===== src/rtl/chg_pkg.sv =====
`timescale 1ns/1ps
package chg_pkg;

    typedef enum logic [2:0] {
        ST_IDLE = 3'd0,
        ST_PREQ = 3'd1,
        ST_CC   = 3'd2,
        ST_CV   = 3'd3,
        ST_TOP  = 3'd4,
        ST_DONE = 3'd5,
        ST_SUSP = 3'd6,
        ST_LOCK = 3'd7
    } chg_state_t;

    localparam int NUM_STATES = 8;
    localparam int NUM_FLAGS  = 7;

    // flag slots in the filter bank
    localparam int FL_AC      = 0;
    localparam int FL_USB     = 1;
    localparam int FL_VFULL   = 2;
    localparam int FL_CV      = 3;
    localparam int FL_EOC     = 4;
    localparam int FL_RESTART = 5;
    localparam int FL_HOT     = 6;

    // filter variants: 0 both edges filtered, 1 low passes at once, 2 high passes at once
    function automatic int flag_mode(int idx);
        if (idx == FL_AC || idx == FL_USB) return 1;
        if (idx == FL_HOT) return 2;
        return 0;
    endfunction

    function automatic int flag_ms(int idx, int pwr_ms, int phase_ms);
        return (idx <= FL_USB) ? pwr_ms : phase_ms;
    endfunction

endpackage


===== src/rtl/chg_tick.sv =====
`timescale 1ns/1ps
module chg_tick #(
    parameter int TICK_DIV = 2000
) (
    input  logic clk,
    input  logic rst_n,
    output logic tick
);
    localparam int CW = $clog2(TICK_DIV);

    logic [CW-1:0] div_q;

    always_ff @(posedge clk) begin
        if (!rst_n)                            div_q <= '0;
        else if (div_q == CW'(TICK_DIV - 1))   div_q <= '0;
        else                                   div_q <= div_q + 1'b1;
    end

    assign tick = (div_q == CW'(TICK_DIV - 1));

endmodule


===== src/rtl/chg_deglitch.sv =====
`timescale 1ns/1ps
module chg_deglitch #(
    parameter int LIMIT = 10,
    parameter int MODE  = 0
) (
    input  logic clk,
    input  logic rst_n,
    input  logic tick,
    input  logic raw,
    output logic filt
);
    localparam int CW         = $clog2(LIMIT + 1);
    localparam bit FAST_LOW   = (MODE == 1);
    localparam bit FAST_HIGH  = (MODE == 2);

    logic [CW-1:0] run_q;

    always_ff @(posedge clk) begin
        if (!rst_n) begin
            filt  <= 1'b0;
            run_q <= '0;
        end else if (raw == filt) begin
            run_q <= '0;
        end else if ((FAST_LOW && !raw) || (FAST_HIGH && raw)) begin
            filt  <= raw;
            run_q <= '0;
        end else if (tick) begin
            if (run_q == CW'(LIMIT - 1)) begin
                filt  <= raw;
                run_q <= '0;
            end else begin
                run_q <= run_q + 1'b1;
            end
        end
    end

    // a filtered edge only ever follows what the raw flag showed on the prior edge
    assert_filter_follows_R2: assert property (@(posedge clk) disable iff (!rst_n)
        !$stable(filt) |-> (filt == $past(raw)));

endmodule


===== src/rtl/chg_mscount.sv =====
`timescale 1ns/1ps
module chg_mscount #(
    parameter int LIMIT = 1000
) (
    input  logic clk,
    input  logic rst_n,
    input  logic tick,
    input  logic run,
    output logic expire
);
    localparam int CW = $clog2(LIMIT + 1);

    logic [CW-1:0] ms_q;

    always_ff @(posedge clk) begin
        if (!rst_n || !run)                     ms_q <= '0;
        else if (tick) begin
            if (ms_q == CW'(LIMIT - 1))         ms_q <= '0;
            else                                ms_q <= ms_q + 1'b1;
        end
    end

    assign expire = run && tick && (ms_q == CW'(LIMIT - 1));

    assert_count_bound_R8: assert property (@(posedge clk) disable iff (!rst_n)
        ms_q < CW'(LIMIT));

endmodule


===== src/rtl/chg_sequencer.sv =====
`timescale 1ns/1ps
module chg_sequencer
    import chg_pkg::*;
#(
    parameter int TICK_DIV  = 2000,
    parameter int PWR_MS    = 32,
    parameter int PHASE_MS  = 10,
    parameter int TOPOFF_MS = 1260000,
    parameter int PREQ_MS   = 3600000,
    parameter int TOTAL_MS  = 36000000,
    parameter int BLINK_MS  = 500
) (
    input  logic       clk,
    input  logic       rst_n,
    input  logic       fault_clr,
    input  logic       ac_raw,
    input  logic       usb_raw,
    input  logic       vfull_raw,
    input  logic       cv_raw,
    input  logic       eoc_raw,
    input  logic       restart_raw,
    input  logic       hot_raw,
    input  logic       eoc_sel_in,
    output logic [7:0] state_oh,
    output logic       chg_en,
    output logic       full_rate,
    output logic       eoc_sel_out,
    output logic       led
);
    chg_state_t st, nx;

    logic                 tick;
    logic [NUM_FLAGS-1:0] raw_v, flt_v;
    logic                 pwr_raw, pwr_f;
    logic                 preq_exp, cyc_exp, top_exp, blink_exp;
    logic                 run_preq, run_cyc, run_top, run_blink;
    logic                 timeout;
    logic                 blink_q;

    chg_tick #(.TICK_DIV(TICK_DIV)) u_tick (.clk(clk), .rst_n(rst_n), .tick(tick));

    assign raw_v = {hot_raw, restart_raw, eoc_raw, cv_raw, vfull_raw, usb_raw, ac_raw};

    for (genvar g = 0; g < NUM_FLAGS; g++) begin : g_flag
        chg_deglitch #(
            .LIMIT(flag_ms(g, PWR_MS, PHASE_MS)),
            .MODE (flag_mode(g))
        ) u_dg (
            .clk(clk), .rst_n(rst_n), .tick(tick),
            .raw(raw_v[g]), .filt(flt_v[g])
        );
    end

    assign pwr_raw = ac_raw | usb_raw;
    assign pwr_f   = flt_v[FL_AC] | flt_v[FL_USB];

    // timer run conditions
    assign run_preq  = (st == ST_PREQ) || (st == ST_SUSP);
    assign run_cyc   = (st == ST_PREQ) || (st == ST_CC) || (st == ST_CV) ||
                       (st == ST_TOP)  || (st == ST_SUSP);
    assign run_top   = (st == ST_TOP);
    assign run_blink = (st == ST_SUSP) || (st == ST_LOCK);

    chg_mscount #(.LIMIT(PREQ_MS))   u_preq_tmr  (.clk(clk), .rst_n(rst_n), .tick(tick),
                                                  .run(run_preq),  .expire(preq_exp));
    chg_mscount #(.LIMIT(TOTAL_MS))  u_cyc_tmr   (.clk(clk), .rst_n(rst_n), .tick(tick),
                                                  .run(run_cyc),   .expire(cyc_exp));
    chg_mscount #(.LIMIT(TOPOFF_MS)) u_top_tmr   (.clk(clk), .rst_n(rst_n), .tick(tick),
                                                  .run(run_top),   .expire(top_exp));
    chg_mscount #(.LIMIT(BLINK_MS))  u_blink_tmr (.clk(clk), .rst_n(rst_n), .tick(tick),
                                                  .run(run_blink), .expire(blink_exp));

    assign timeout = preq_exp | cyc_exp;

    // next state: power loss, then clear, then safety expiry, then temperature, then phase flags
    always_comb begin
        nx = st;
        if (!pwr_raw) begin
            nx = ST_IDLE;
        end else begin
            unique case (st)
                ST_IDLE: if (pwr_f) nx = ST_PREQ;
                ST_PREQ: begin
                    if (timeout)                  nx = ST_LOCK;
                    else if (flt_v[FL_HOT])       nx = ST_SUSP;
                    else if (flt_v[FL_VFULL])     nx = ST_CC;
                end
                ST_CC: begin
                    if (timeout)                  nx = ST_LOCK;
                    else if (flt_v[FL_HOT])       nx = ST_SUSP;
                    else if (!flt_v[FL_VFULL])    nx = ST_PREQ;
                    else if (flt_v[FL_CV])        nx = ST_CV;
                end
                ST_CV: begin
                    if (timeout)                  nx = ST_LOCK;
                    else if (flt_v[FL_HOT])       nx = ST_SUSP;
                    else if (flt_v[FL_EOC])       nx = ST_TOP;
                end
                ST_TOP: begin
                    if (timeout)                  nx = ST_LOCK;
                    else if (flt_v[FL_HOT])       nx = ST_SUSP;
                    else if (top_exp)             nx = ST_DONE;
                end
                ST_DONE: if (flt_v[FL_RESTART]) nx = ST_PREQ;
                ST_SUSP: begin
                    if (timeout)                  nx = ST_LOCK;
                    else if (!flt_v[FL_HOT])      nx = flt_v[FL_VFULL] ? ST_CC : ST_PREQ;
                end
                ST_LOCK: if (fault_clr) nx = ST_IDLE;
            endcase
        end
    end

    always_ff @(posedge clk) begin
        if (!rst_n) st <= ST_IDLE;
        else        st <= nx;
    end

    always_ff @(posedge clk) begin
        if (!rst_n || !run_blink) blink_q <= 1'b1;
        else if (blink_exp)       blink_q <= ~blink_q;
    end

    for (genvar s = 0; s < NUM_STATES; s++) begin : g_oh
        assign state_oh[s] = (st == chg_state_t'(3'(s)));
    end

    assign eoc_sel_out = eoc_sel_in;

    always_comb begin
        unique case (st)
            ST_IDLE, ST_DONE: begin chg_en = 1'b0; full_rate = 1'b0; led = 1'b0;    end
            ST_PREQ:          begin chg_en = 1'b1; full_rate = 1'b0; led = 1'b1;    end
            ST_CC, ST_CV,
            ST_TOP:           begin chg_en = 1'b1; full_rate = 1'b1; led = 1'b1;    end
            ST_SUSP, ST_LOCK: begin chg_en = 1'b0; full_rate = 1'b0; led = blink_q; end
        endcase
    end

    assert_idle_on_loss_R10: assert property (@(posedge clk) disable iff (!rst_n)
        !(ac_raw || usb_raw) |=> state_oh[0]);

    assert_suspend_fast_R9: assert property (@(posedge clk) disable iff (!rst_n)
        (chg_en && hot_raw && (ac_raw || usb_raw)) |=> ##1 !chg_en);

    assert_lock_holds_R7: assert property (@(posedge clk) disable iff (!rst_n)
        (state_oh[7] && (ac_raw || usb_raw) && !fault_clr) |=> state_oh[7]);

    assert_rate_needs_enable_R3: assert property (@(posedge clk) disable iff (!rst_n)
        full_rate |-> chg_en);

    assert_done_quiet_R5: assert property (@(posedge clk) disable iff (!rst_n)
        state_oh[5] |-> (!chg_en && !led));

endmodule


===== config.mk =====
export PLATFORM = sky130hd
export DESIGN_NAME = chg_sequencer
export DESIGN_NICKNAME = d
export VERILOG_FILES = /design/src/rtl/chg_pkg.sv /design/src/rtl/chg_tick.sv /design/src/rtl/chg_deglitch.sv /design/src/rtl/chg_mscount.sv /design/src/rtl/chg_sequencer.sv
export SDC_FILE = /design/constraint.sdc
export NUM_CORES = 1
export LEC_CHECK = 0
export BUFFER_PORTS_ARGS = -buffer_cell sky130_fd_sc_hd__buf_4
export CAP_MARGIN = 20
export CORE_AREA = 2 2 105 107
export DETAILED_ROUTE_END_ITERATION = 12
export DIE_AREA = 0 0 107 109
export MAX_ROUTING_LAYER = met4
export PLACE_DENSITY = 0.79
export SLEW_MARGIN = 5
export SYNTH_ARGS = -nofsm -noshare
export SYNTH_HDL_FRONTEND = slang
export SYNTH_SLANG_ARGS = --single-unit

===== constraint.sdc =====
create_clock -name clk -period 3.8 [get_ports clk]
set_input_delay 0.76 -clock clk [delete_from_list [all_inputs] [get_ports clk]]
set_output_delay 0.76 -clock clk [all_outputs]
set_load 0.1 [all_outputs]

==> results of run 1 <==
## routing by layer
layer	wire [um]	global-route usage, %
met1	5830	27.2
met3	455	6.69
met2	6340	40.4
met4	307	11.6
met5	0	-
## state kept, by name, indices dropped and copies added, names as in the netlist
name / flops
u_tick.div_q: 11
u_preq_tmr.ms_q: 22
blink_q: 1
g_flag.u_dg.run_q: 32
u_top_tmr.ms_q: 21
u_cyc_tmr.ms_q: 26
g_flag.u_dg.filt: 7
st: 3
u_blink_tmr.ms_q: 9
## worst max-delay path, cell delays in order, from the launching register on
cell      delay (ns)
dfxtp_1         0.74
nor2_1          0.13
o21bai_1        0.19
a21oi_1         0.28
buf_4           0.35
## logic make-up after synthesis
kind of cell / Yosys count / synth area share (%)
AOI/OAI and AO/OA: 92 / 8.26
xor gates and xnor gates: 91 / 13.0
adders and majority gates: 7 / 1.42
buffers and inverters: 34 / 2.40
DFF: 132 / 43.0
muxes: 5 / 0.834
and+or+nand+nor: 383 / 31.1
## metrics by stage
step	cells	utilization (%)	worst slack [ns]	hold slack [ns]	instance area, um2
floorplan	744	-	0.0828	0.430	6170
global placement	883	60.4	1.19	0.447	6410
detailed placement	883	60.4	1.07	0.463	6410
CTS	914	65.8	0.836	0.445	6980
global route	914	65.8	0.721	0.482	6980
finish	914	65.8	0.825	0.472	6980
## layout by cell type (no fill, tap or decap), types with 9 or more instances in the layout
master and count:
buf_4 24, nor3_1 13, a21oi_1 40, nand4_1 24, dfxtp_1 132, nor2_1 127, and3_1 18, clkbuf_16 16
nand3_1 38, nor2b_1 15, nand2_1 80, xnor2_1 26, xor2_1 64, inv_1 9, or3_1 21, o21ai_0 34
## power groups by stage
stage | Sequential, mW | Combinational [mW] | Clock, mW
floorplan | 1.42 | 0.0248 | 0
CTS | 1.39 | 0.0317 | 1.59
detailed placement | 1.42 | 0.0314 | 0
global route | 1.39 | 0.0358 | 1.65
global placement | 1.42 | 0.0309 | 0
finish | 1.39 | 0.0315 | 1.56
## path summary, 6_finish.rpt
check | from | to | slack (ns) | cells after the start
worst max-delay path | st[1]$_SDFFE_PN0P_ | led | 0.82 | 4
worst min-delay path | u_tick.div_q[0]$_SDFF_PP0_ | u_tick.div_q[0]$_SDFF_PP0_ | 0.47 | 1
worst max register to register | u_tick.div_q[0]$_SDFF_PP0_ | u_cyc_tmr.ms_q[25]$_SDFFE_PP0N_ | 1.04 | 7
worst min register to register | u_tick.div_q[0]$_SDFF_PP0_ | u_tick.div_q[0]$_SDFF_PP0_ | 0.47 | 1
## layout make-up
cell class | count | area, um2
tap | 140 | 175
multi-input combinational | 578 | 3380
inverter | 9 | 33.8
clock inverter | 8 | 101
sequential | 132 | 2640
clock buffer | 23 | 467
fill | 864 | 3630
timing repair buffer | 24 | 180
==> metrics.log, run 1 <==
INFO  metric synth.ff_latch_count = 132
INFO  metric top_level_ports = 23
INFO  metric seq_power_share = 46.7%
INFO  metric timing.final.crit_period = 2.98 ns
INFO  metric highest_fanout_seen_on_the_critical_path = 18
INFO  metric first_global_vias = 5116
INFO  metric worst_ir_drop_vdd = 0.375 mV
INFO  metric path_class = flop to output pin
INFO  metric yosysTopAreaCellShare = 43.0%
INFO  metric area_delta_synth_final = 13.5%
INFO  metric synthArstFlopShare = 0%
INFO  metric synth_sequential_area_ratio = 43.0%
INFO  metric totalWireLength = 12900 um
INFO  metric row_count = 38
INFO  metric p_leak = 2.28 nW
INFO  metric timing.hold.worst.class = flop to flop
INFO  metric synth.cell_area = 6150 um2
INFO  metric total_setup_buffers_inserted_after_cts = 0
INFO  metric largest_net_degree_at_the_start_of_global_routing = 26
INFO  metric drt_pass_1_iters = 5
INFO  metric comb_power_share = 1.1%
INFO  metric synthMostInstantiatedCell = dfxtp_1
INFO  metric drive_gt1_share = 8.53%
INFO  metric edff_count_synth = 0
INFO  metric clock_tree.root_cell = clkbuf_8
INFO  metric max_slew.worst_pin.slew = 0.802 ns
INFO  metric max_cap_viol_count = 0
INFO  metric place_congestion = 0.916
INFO  metric vias_after_detailed_routing = 5161
INFO  metric detail_route.drc_violations = 0
INFO  metric drt-initial-drc-count = 327
INFO  metric crit_path_end_kind = output pin
INFO  metric clkSlewWorstSetupHoldPaths = 0.05 ns
INFO  metric clock_insertion_delay_worst_skew = 0.53 ns
INFO  metric cts_buffers = 17
INFO  metric finalMaxSlewViolations = 0
INFO  metric max_clock_freq = 336 MHz
INFO  metric detail_route.vias_per_cell = 5.65
INFO  metric p_switching = 0.603 mW
INFO  metric clkPwrFrac = 52.3%
INFO  metric syn_nets = 762
INFO  metric cp_data_arrival_time = 2.22 ns
INFO  metric diodes = 0
INFO  metric clockBufferDepth = 2
INFO  metric hold_viol_final = 0
INFO  metric yosysUniqueCellTypes = 56
INFO  metric synth_ff_type = dfxtp_1
INFO  metric drtAntennaViolNets = 0
INFO  metric first_pass_grt_wire_length = 21900 um
INFO  metric syn-instance-count = 744
INFO  metric slew_headroom = 46.4%
INFO  metric post_cts_hold_buffer_count = 0
INFO  metric post_cts_resized = 0
INFO  metric grtUsageTotal = 24.3%
INFO  metric outcome = finished clean
INFO  metric p_per_area = 428 nW/um2
INFO  metric numPortBuffers = 20
INFO  metric fin_tns_setup = 0 ns
INFO  metric dp_hpwl = 9000 um
INFO  metric synth.largest_area_cell = dfxtp_1
INFO  metric fin_crit_sh = 78.3%
INFO  metric antenna_violations_before_repair = 0
INFO  metric post_synth_main_area_contributors = dfxtp_1 (43%), xor2_1 (9.1%), nor2_1 (7.8%)
INFO  metric syn_area_per_cell = 8.26 um2
INFO  metric die_w = 107 um
INFO  metric fin_worst_skew = 0.00933 ns
INFO  metric tritoncts = yes
INFO  metric globalRoute.totalOverflow = 0
INFO  metric standard_cell_core_area = 10600 um2
INFO  metric design_power_total = 2.98 mW
INFO  metric die_height = 109 um
INFO  metric synth_commonest_cells = dfxtp_1 (132), nor2_1 (127), nand2_1 (80)
INFO  metric start_util = 58.0%
INFO  metric proportion_of_total_power_due_to_net_switching = 20.2%
INFO  metric total_die_area = 11700 um2
INFO  metric cell_internal_pwr = 2.38 mW
INFO  metric grt_setup_unrepaired = no
INFO  metric yosysWarningCount = 0
INFO  metric cp_data_required_time = 3.04 ns
INFO  metric start_kind = flop
INFO  metric wl_per_cell = 14.2 um
INFO  metric cts.sink_count = 132
INFO  metric h-tree-depth = 4
INFO  metric setup-violations-final = 0
INFO  metric design.final.nets = 780
Power figures use the tool's default switching activity.
==> run 2, diff against run 1 <==
- CORE_AREA: 2 2 105 107 -> 2 2 108 110
- DIE_AREA: 0 0 107 109 -> 0 0 110 112
- PLACE_DENSITY: 0.79 -> 0.78
- clock period: 3.8 -> 2.5 ns (I/O delays scaled with it)
==> run 2 against run 1 <==
Net effect:
- critical path depth rose by 1
- clock power rose by 68%
- cell count increased by 2.2%
- worst setup slack worse by 0.69 ns
- die area rose by 5.6%
- worst hold slack got worse by 0.14 ns
- core utilization down 1.1 points
- sequential share of layout area shrank 1.3 points
- highest routed layer unchanged
- non-clock buffer count up 16
==> metrics.log, run 2 (synthesis results as in run 1) <==
INFO  metric outcome = finished clean
INFO  metric worstHoldPathCells = 3 (+2)
INFO  metric p_leak = 2.41 nW (+5.5%)
INFO  metric first_pass_grt_wire_length = 22700 um (+3.5%)
INFO  metric final_instance_area = 7230 um2 (+3.7%)
INFO  metric drt-initial-drc-count = 311 (-4.9%)
INFO  metric fin_crit_sh = 94.4%
INFO  metric first_global_vias = 4987 (-2.5%)
INFO  metric fin_worst_skew = 0.00743 ns (-0.00190 ns)
INFO  metric detail_route.drc_violations = 0 (unchanged)
INFO  metric cp_data_required_time = 2.00 ns (-1.04 ns)
INFO  metric worstPathCellList = buf_4, nand2b_1, nor2_2, nor2b_1, buf_4
INFO  metric cpPeakStageDelay = 0.44 ns (-0.30 ns)
INFO  metric worst_r2r_endpoint = u_cyc_tmr.ms_q[25]$_SDFFE_PP0N_
INFO  metric cp_data_arrival_time = 1.86 ns (-0.36 ns)
INFO  metric largest_net_degree_at_the_start_of_global_routing = 26 (unchanged)
INFO  metric cts_buffers = 17 (unchanged)
INFO  metric clkSlewWorstSetupHoldPaths = 0.06 ns (about the same)
INFO  metric clockBufferDepth = 2 (unchanged)
INFO  metric tritoncts = yes
INFO  metric critPathSlowestCell = dfxtp_2
INFO  metric grtUsageTotal = 23.8% (-0.53 points)
INFO  metric most_used_cells_in_the_layout_excluding_fill_and_tap_cells = dfxtp_1 (130), nor2_1 (123), nand2_1 (80)
INFO  metric place_congestion = 0.862 (-6.0%)
INFO  metric row_count = 39 (+2.6%)
INFO  metric final_core_utilization = 64.7% (-1.1 points)
INFO  metric clock_tree.root_cell = clkbuf_16
INFO  metric standard_cell_core_area = 11200 um2 (+5.4%)
INFO  metric wl_per_cell = 14.3 um (+1.2%)
INFO  metric vias_after_detailed_routing = 5227 (+1.3%)
INFO  metric slew_headroom = 60.2% (+14 points)
INFO  metric start_kind = flop
INFO  metric hold_path_startpoint = hot_raw
INFO  metric start_util = 55.0% (-3.0 points)
INFO  metric worst_ir_drop_vdd = 0.488 mV (+30%)
INFO  metric biggestRegsByFlops = g_flag.u_dg.run_q: 32 flops, u_cyc_tmr.ms_q: 26 flops, u_preq_tmr.ms_q: 22 flops
INFO  metric top_level_ports = 23 (unchanged)
INFO  metric die_w = 110 um (+2.8%)
INFO  metric max_slew.worst_pin.slew = 0.591 ns (-0.211 ns)
INFO  metric drive_gt1_share = 12.3% (+3.7 points)
INFO  metric timing.final.crit_period = 2.36 ns
INFO  metric die_height = 112 um (+2.8%)
INFO  metric max_clock_freq = 424 MHz
INFO  metric layout.filler_cells = 893 (+3.4%)
INFO  metric fin_tns_setup = 0 ns (unchanged)
INFO  metric path_class = flop to output pin
INFO  metric layout_commonest_cell = dfxtp_1
INFO  metric total_die_area = 12300 um2 (+5.6%)
INFO  metric r2r_cells = 7 (unchanged)
INFO  metric antenna_violations_before_repair = 0 (unchanged)
INFO  metric r2r_slack = 0.16 ns (-0.88 ns)
INFO  metric design_power_total = 4.79 mW (+60%)
INFO  metric drtAntennaViolNets = 0 (unchanged)
INFO  metric cts.sink_count = 132 (unchanged)
INFO  metric detail_route.vias_per_cell = 5.60 (-0.89%)
INFO  metric setup-violations-final = 0 (unchanged)
INFO  metric diodes = 0 (unchanged)
INFO  metric worst_path_most_repeated_cell = buf_4
INFO  metric rr_startpoint = u_tick.div_q[0]$_SDFF_PP0_
INFO  metric globalRoute.totalOverflow = 0 (unchanged)
INFO  metric area_delta_synth_final = 17.7%
INFO  metric dp_hpwl = 9300 um (+3.3%)
INFO  metric dp.cells = 901 (+2.0%)
INFO  metric design.final.nets = 796 (+2.1%)
INFO  metric finalMaxSlewViolations = 0 (unchanged)
INFO  metric grt_setup_unrepaired = yes
INFO  metric timing.hold.worst.class = input pin to flop
INFO  metric pre_cts_ws = 0.115 ns (-0.952 ns)
INFO  metric setup_ws = 0.140 ns (-0.685 ns)
INFO  metric register_bank_with_the_most_flops = g_flag.u_dg.run_q
INFO  metric stdcell_count = 934 (+2.2%)
INFO  metric post_cts_hold_buffer_count = 0 (unchanged)
INFO  metric totalWireLength = 13400 um (+3.5%)
INFO  metric drt_pass_1_iters = 5 (unchanged)
INFO  metric numPortBuffers = 20 (unchanged)
INFO  metric crit_path_end_kind = output pin
INFO  metric h-tree-depth = 4 (unchanged)
INFO  metric whs = 0.328 ns (-0.145 ns)
INFO  metric clock_insertion_delay_worst_skew = 0.42 ns (-0.11 ns)
INFO  metric hold_viol_final = 0 (unchanged)
INFO  metric max_cap_viol_count = 0 (unchanged)
INFO  metric highest_fanout_seen_on_the_critical_path = 12 (-6)
INFO  metric largest_reg_flops = 32 (unchanged)
INFO  metric whs_endpoint = g_flag[6].u_dg.filt$_SDFFE_PN0P_
INFO  metric postPlaceCellArea = 6560 um2 (+2.4%)
INFO  metric p_per_area = 662 nW/um2 (+55%)
[run 2: critical path: cells and delay by family, from the launching register on]
kind	cells	cell delay, ns
buf+inv	2	0.51
simple gates	3	0.48
flops	1	0.44
[run 2: worst max-delay path by stage]
stage	slack (ns)	end	from
after global routing	-0.09	st[2]$_SDFFE_PN0P_	u_tick.div_q[0]$_SDFF_PP0_
final	0.14	full_rate	st[2]$_SDFFE_PN0P_
after detailed placement	0.11	u_cyc_tmr.ms_q[25]$_SDFFE_PP0N_	u_tick.div_q[0]$_SDFF_PP0_
after global placement	0.20	u_cyc_tmr.ms_q[25]$_SDFFE_PP0N_	u_tick.div_q[0]$_SDFF_PP0_
after floorplan	-0.76	full_rate	st[1]$_SDFFE_PN0P_
after CTS	0.05	led	st[1]$_SDFFE_PN0P_
[run 2: final cells by class]
class / count / area (um2) / area share [%]
clock buffers: 24 / 512 / 7.07
clock inverters: 8 / 120 / 1.66
inverters: 9 / 33.8 / 0.467
multi-input cells: 578 / 3430 / 47.4
flip-flops and latches: 132 / 2650 / 36.6
well taps: 143 / 179 / 2.47
repair buffers: 40 / 313 / 4.32
[run 2: per-layer routing]
layer	up-vias	wire length [um]	track usage, %
met2	98	6550	38.2
met4	0	220	8.86
li1	2620	-	-
met5	-	0	-
met1	2487	6080	29.1
met3	22	533	4.98
[run 2: repair_timing]
action | 4_1_cts | 5_1_grt
endpoints found under the hold margin | 0 | 0
setup buffers | 0 | 1
endpoints found under the setup margin | 1 | 15
gates cloned | 0 | 0
gates resized for setup | 1 | 7
pin swaps | 0 | 1
[run 2: report_power, final]
part,switching (mW),leakage (nW),internal [mW]
logic,0.0281,1.04,0.0213
clock network,0.898,0.308,1.72
registers,0.00703,1.06,2.11
total,0.934,2.41,3.85
==> run 3, diff against run 2 <==
- CELL_PAD_IN_SITES_DETAIL_PLACEMENT: default -> 0
- CELL_PAD_IN_SITES_GLOBAL_PLACEMENT: default -> 1
- CORE_AREA: 2 2 108 110 -> 2 2 124 126
- DIE_AREA: 0 0 110 112 -> 0 0 126 128
- SLEW_MARGIN: 5 -> 0
==> run 3 against run 2 <==
Net effect:
- combinational power hardly changed
- sequential cell count is the same
- register-to-register slack hardly changed
- via count shrank 2.0%
- sequential power barely moved
- clock power shrank 6%
- critical endpoint is now u_cyc_tmr.ms_q[25]$_SDFFE_PP0N_
- highest routed layer unchanged
==> metrics.log, run 3 (synthesis results as in run 1) <==
INFO  metric stdcell_count = 978 (+4.7%)
INFO  metric cts.sink_count = 132 (unchanged)
INFO  metric clkSlewWorstSetupHoldPaths = 0.05 ns (about the same)
INFO  metric max_clock_freq = 429 MHz (+1.2%)
INFO  metric postPlaceCellArea = 6640 um2 (+1.2%)
INFO  metric path_class = flop to flop
INFO  metric cell_internal_pwr = 3.74 mW (-3.0%)
INFO  metric setup-violations-final = 0 (unchanged)
INFO  metric finalMaxSlewViolations = 0 (unchanged)
INFO  metric register_bank_with_the_most_flops = g_flag.u_dg.run_q
INFO  metric grtUsageTotal = 17.6% (-6.2 points)
INFO  metric cts_buffers = 17 (unchanged)
INFO  metric seq_area = 2650 um2 (unchanged)
INFO  metric highest_fanout_seen_on_the_critical_path = 9 (-3)
INFO  metric dp.cells = 947 (+5.1%)
INFO  metric cp_data_arrival_time = 2.68 ns (+0.82 ns)
INFO  metric wl_per_cell = 13.5 um (-5.5%)
INFO  metric p_switching = 0.897 mW (-4.0%)
INFO  metric clockBufferDepth = 2 (unchanged)
INFO  metric critical_path.top_delay_family = simple AND/OR/NAND/NOR gates
INFO  metric worst_ir_drop_vdd = 0.451 mV (-7.6%)
INFO  metric clock_insertion_delay_worst_skew = 0.42 ns (about the same)
INFO  metric outcome = finished clean
INFO  metric globalRoute.totalOverflow = 0 (unchanged)
INFO  metric p_per_area = 639 nW/um2 (-3.3%)
INFO  metric drt_pass_1_iters = 4 (-1)
INFO  metric layout.filler_cells = 1441 (+61%)
INFO  metric timing.hold.worst.class = input pin to flop
INFO  metric design.final.nets = 798 (+0.25%)
INFO  metric place_congestion = 0.781 (-9.4%)
INFO  metric timing.critical_path.buf_inv = 0 (-2)
INFO  metric crit_path_end_kind = flop
INFO  metric clkPwrFrac = 53.3% (-1.4 points)
INFO  metric vias_after_detailed_routing = 5123 (-2.0%)
INFO  metric largest_net_degree_at_the_start_of_global_routing = 28 (+7.7%)
INFO  metric first_global_vias = 4853 (-2.7%)
INFO  metric worstPathCellList = ha_2, and3_1, nand3_4, or3_1, or3_1, or3_1, a21oi_1
INFO  metric first_pass_grt_wire_length = 22400 um (-1.0%)
INFO  metric max_slew.worst_pin.slew = 0.615 ns (+0.0240 ns)
INFO  metric slew_headroom = 58.6% (-1.6 points)
INFO  metric layout_commonest_cell = dfxtp_1
INFO  metric detail_route.vias_per_cell = 5.24 (-6.4%)
INFO  metric row_count = 45 (+15%)
INFO  metric start_kind = flop
INFO  metric fin_crit_sh = 93.3% (-1.1 points)
INFO  metric worst_path_most_repeated_cell = or3_1
INFO  metric die_w = 126 um (+15%)
INFO  metric drtAntennaViolNets = 0 (unchanged)
INFO  metric most_used_cells_in_the_layout_excluding_fill_and_tap_cells = dfxtp_1 (130), nor2_1 (123), nand2_1 (80)
INFO  metric fin_worst_skew = 0.00730 ns (-0.000132 ns)
INFO  metric max_cap_viol_count = 0 (unchanged)
INFO  metric comb_power_share = 1.1% (about the same)
INFO  metric timing.final.crit_period = 2.33 ns (-0.0273 ns)
INFO  metric diodes = 0 (unchanged)
INFO  metric antenna_violations_before_repair = 0 (unchanged)
INFO  metric dp_hpwl = 9560 um (+2.8%)
INFO  metric numPortBuffers = 20 (unchanged)
INFO  metric detail_route.drc_violations = 0 (unchanged)
INFO  metric largest_reg_flops = 32 (unchanged)
INFO  metric biggestRegsByFlops = g_flag.u_dg.run_q: 32 flops, u_cyc_tmr.ms_q: 26 flops, u_preq_tmr.ms_q: 22 flops
INFO  metric p_leak = 2.40 nW (-0.17%)
INFO  metric hold_viol_final = 0 (unchanged)
INFO  metric cp_data_required_time = 2.84 ns (+0.84 ns)
INFO  metric start_util = 41.4% (-14 points)
INFO  metric top_level_ports = 23 (unchanged)
INFO  metric critPathSlowestCell = or3_1
INFO  metric drive_gt1_share = 11.6% (-0.62 points)
INFO  metric multiInputGateArea = 3400 um2 (-0.80%)
INFO  metric tritoncts = yes
INFO  metric cpPeakStageDelay = 0.45 ns (about the same)
INFO  metric standard_cell_core_area = 14900 um2 (+33%)
INFO  metric clock_tree.root_cell = clkbuf_16
INFO  metric totalWireLength = 13200 um (-1.1%)
INFO  metric post_cts_hold_buffer_count = 0 (unchanged)
INFO  metric h-tree-depth = 4 (unchanged)
INFO  metric drt-initial-drc-count = 379 (+22%)
INFO  metric total_die_area = 16100 um2 (+31%)
INFO  metric seq_power_share = 45.7% (+1.5 points)
INFO  metric proportion_of_total_power_due_to_net_switching = 19.3% (-0.16 points)
INFO  metric area_delta_synth_final = 17.9%
INFO  metric final_instance_area = 7250 um2 (+0.19%)
INFO  metric die_height = 128 um (+14%)
-- run 3: cell type report --
class | count | area share [%]
inverter | 9 | 0.518
sequential | 132 | 36.5
timing repair buffer | 42 | 4.70
tap | 188 | 3.25
multi-input combinational | 578 | 47.0
clock buffer | 25 | 7.11
clock inverter | 4 | 0.967
-- run 3: path summary, 6_finish.rpt --
kind                               from                               end  slack (ns)  cells past startpoint
min reg2reg  u_tick.div_q[0]$_SDFF_PP0_        u_tick.div_q[0]$_SDFF_PP0_        0.46                      1
max          u_tick.div_q[0]$_SDFF_PP0_   u_cyc_tmr.ms_q[25]$_SDFFE_PP0N_        0.17                      7
min                             hot_raw  g_flag[6].u_dg.filt$_SDFFE_PN0P_        0.32                      3
max reg2reg  u_tick.div_q[0]$_SDFF_PP0_   u_cyc_tmr.ms_q[25]$_SDFFE_PP0N_        0.17                      7
-- run 3: worst register-to-register path, stage by stage (launching register included) --
cell and delay [ns]:
dfxtp_1 0.37, ha_2 0.21, and3_1 0.22, nand3_4 0.08, or3_1 0.40, or3_1 0.45
or3_1 0.39, a21oi_1 0.14
-- run 3: power by group through the flow --
stage	logic [mW]	clock network, mW	registers, mW
5_1_grt	0.0551	2.60	2.12
3_5_place_dp	0.0498	0	2.16
4_1_cts	0.0497	2.52	2.12
6_report	0.0492	2.47	2.12
2_1_floorplan	0.0377	0	2.16
3_3_place_gp	0.0484	0	2.16
-- run 3: layer usage --
| layer | part of all wire, % | global-route usage (%) | wire length, um | up-vias |
|---|---|---|---|---|
| li1 | - | - | - | 2624 |
| met5 | 0 | - | 0 | - |
| met2 | 49 | 29.1 | 6460 | 54 |
| met4 | 1.9 | 6.98 | 248 | 0 |
| met1 | 46 | 20.7 | 6120 | 2425 |
| met3 | 3.0 | 4.34 | 403 | 20 |
-- run 3: what timing repair did --
item | 4_1_cts | 5_1_grt
setup endpoints to repair | 0 | 9
buffers inserted | 0 | 2
gates resized for setup | 0 | 5
-- run 3: metrics by stage --
| step | setup WS, ns | hold WS, ns | TNS, ns | util (%) | power, mW |
|---|---|---|---|---|---|
| final | 0.167 | 0.320 | 0 | 48.8 | 4.64 |
| after global routing | -0.00132 | 0.319 | -0.00132 | 48.8 | 4.78 |
| after CTS | 0.0522 | 0.306 | 0 | 48.6 | 4.69 |
| after detailed placement | 0.122 | 0.453 | 0 | 44.6 | 2.21 |
| after global placement | 0.186 | 0.445 | 0 | 44.6 | 2.21 |
| after floorplan | -0.763 | 0.430 | -1.56 | - | 2.20 |
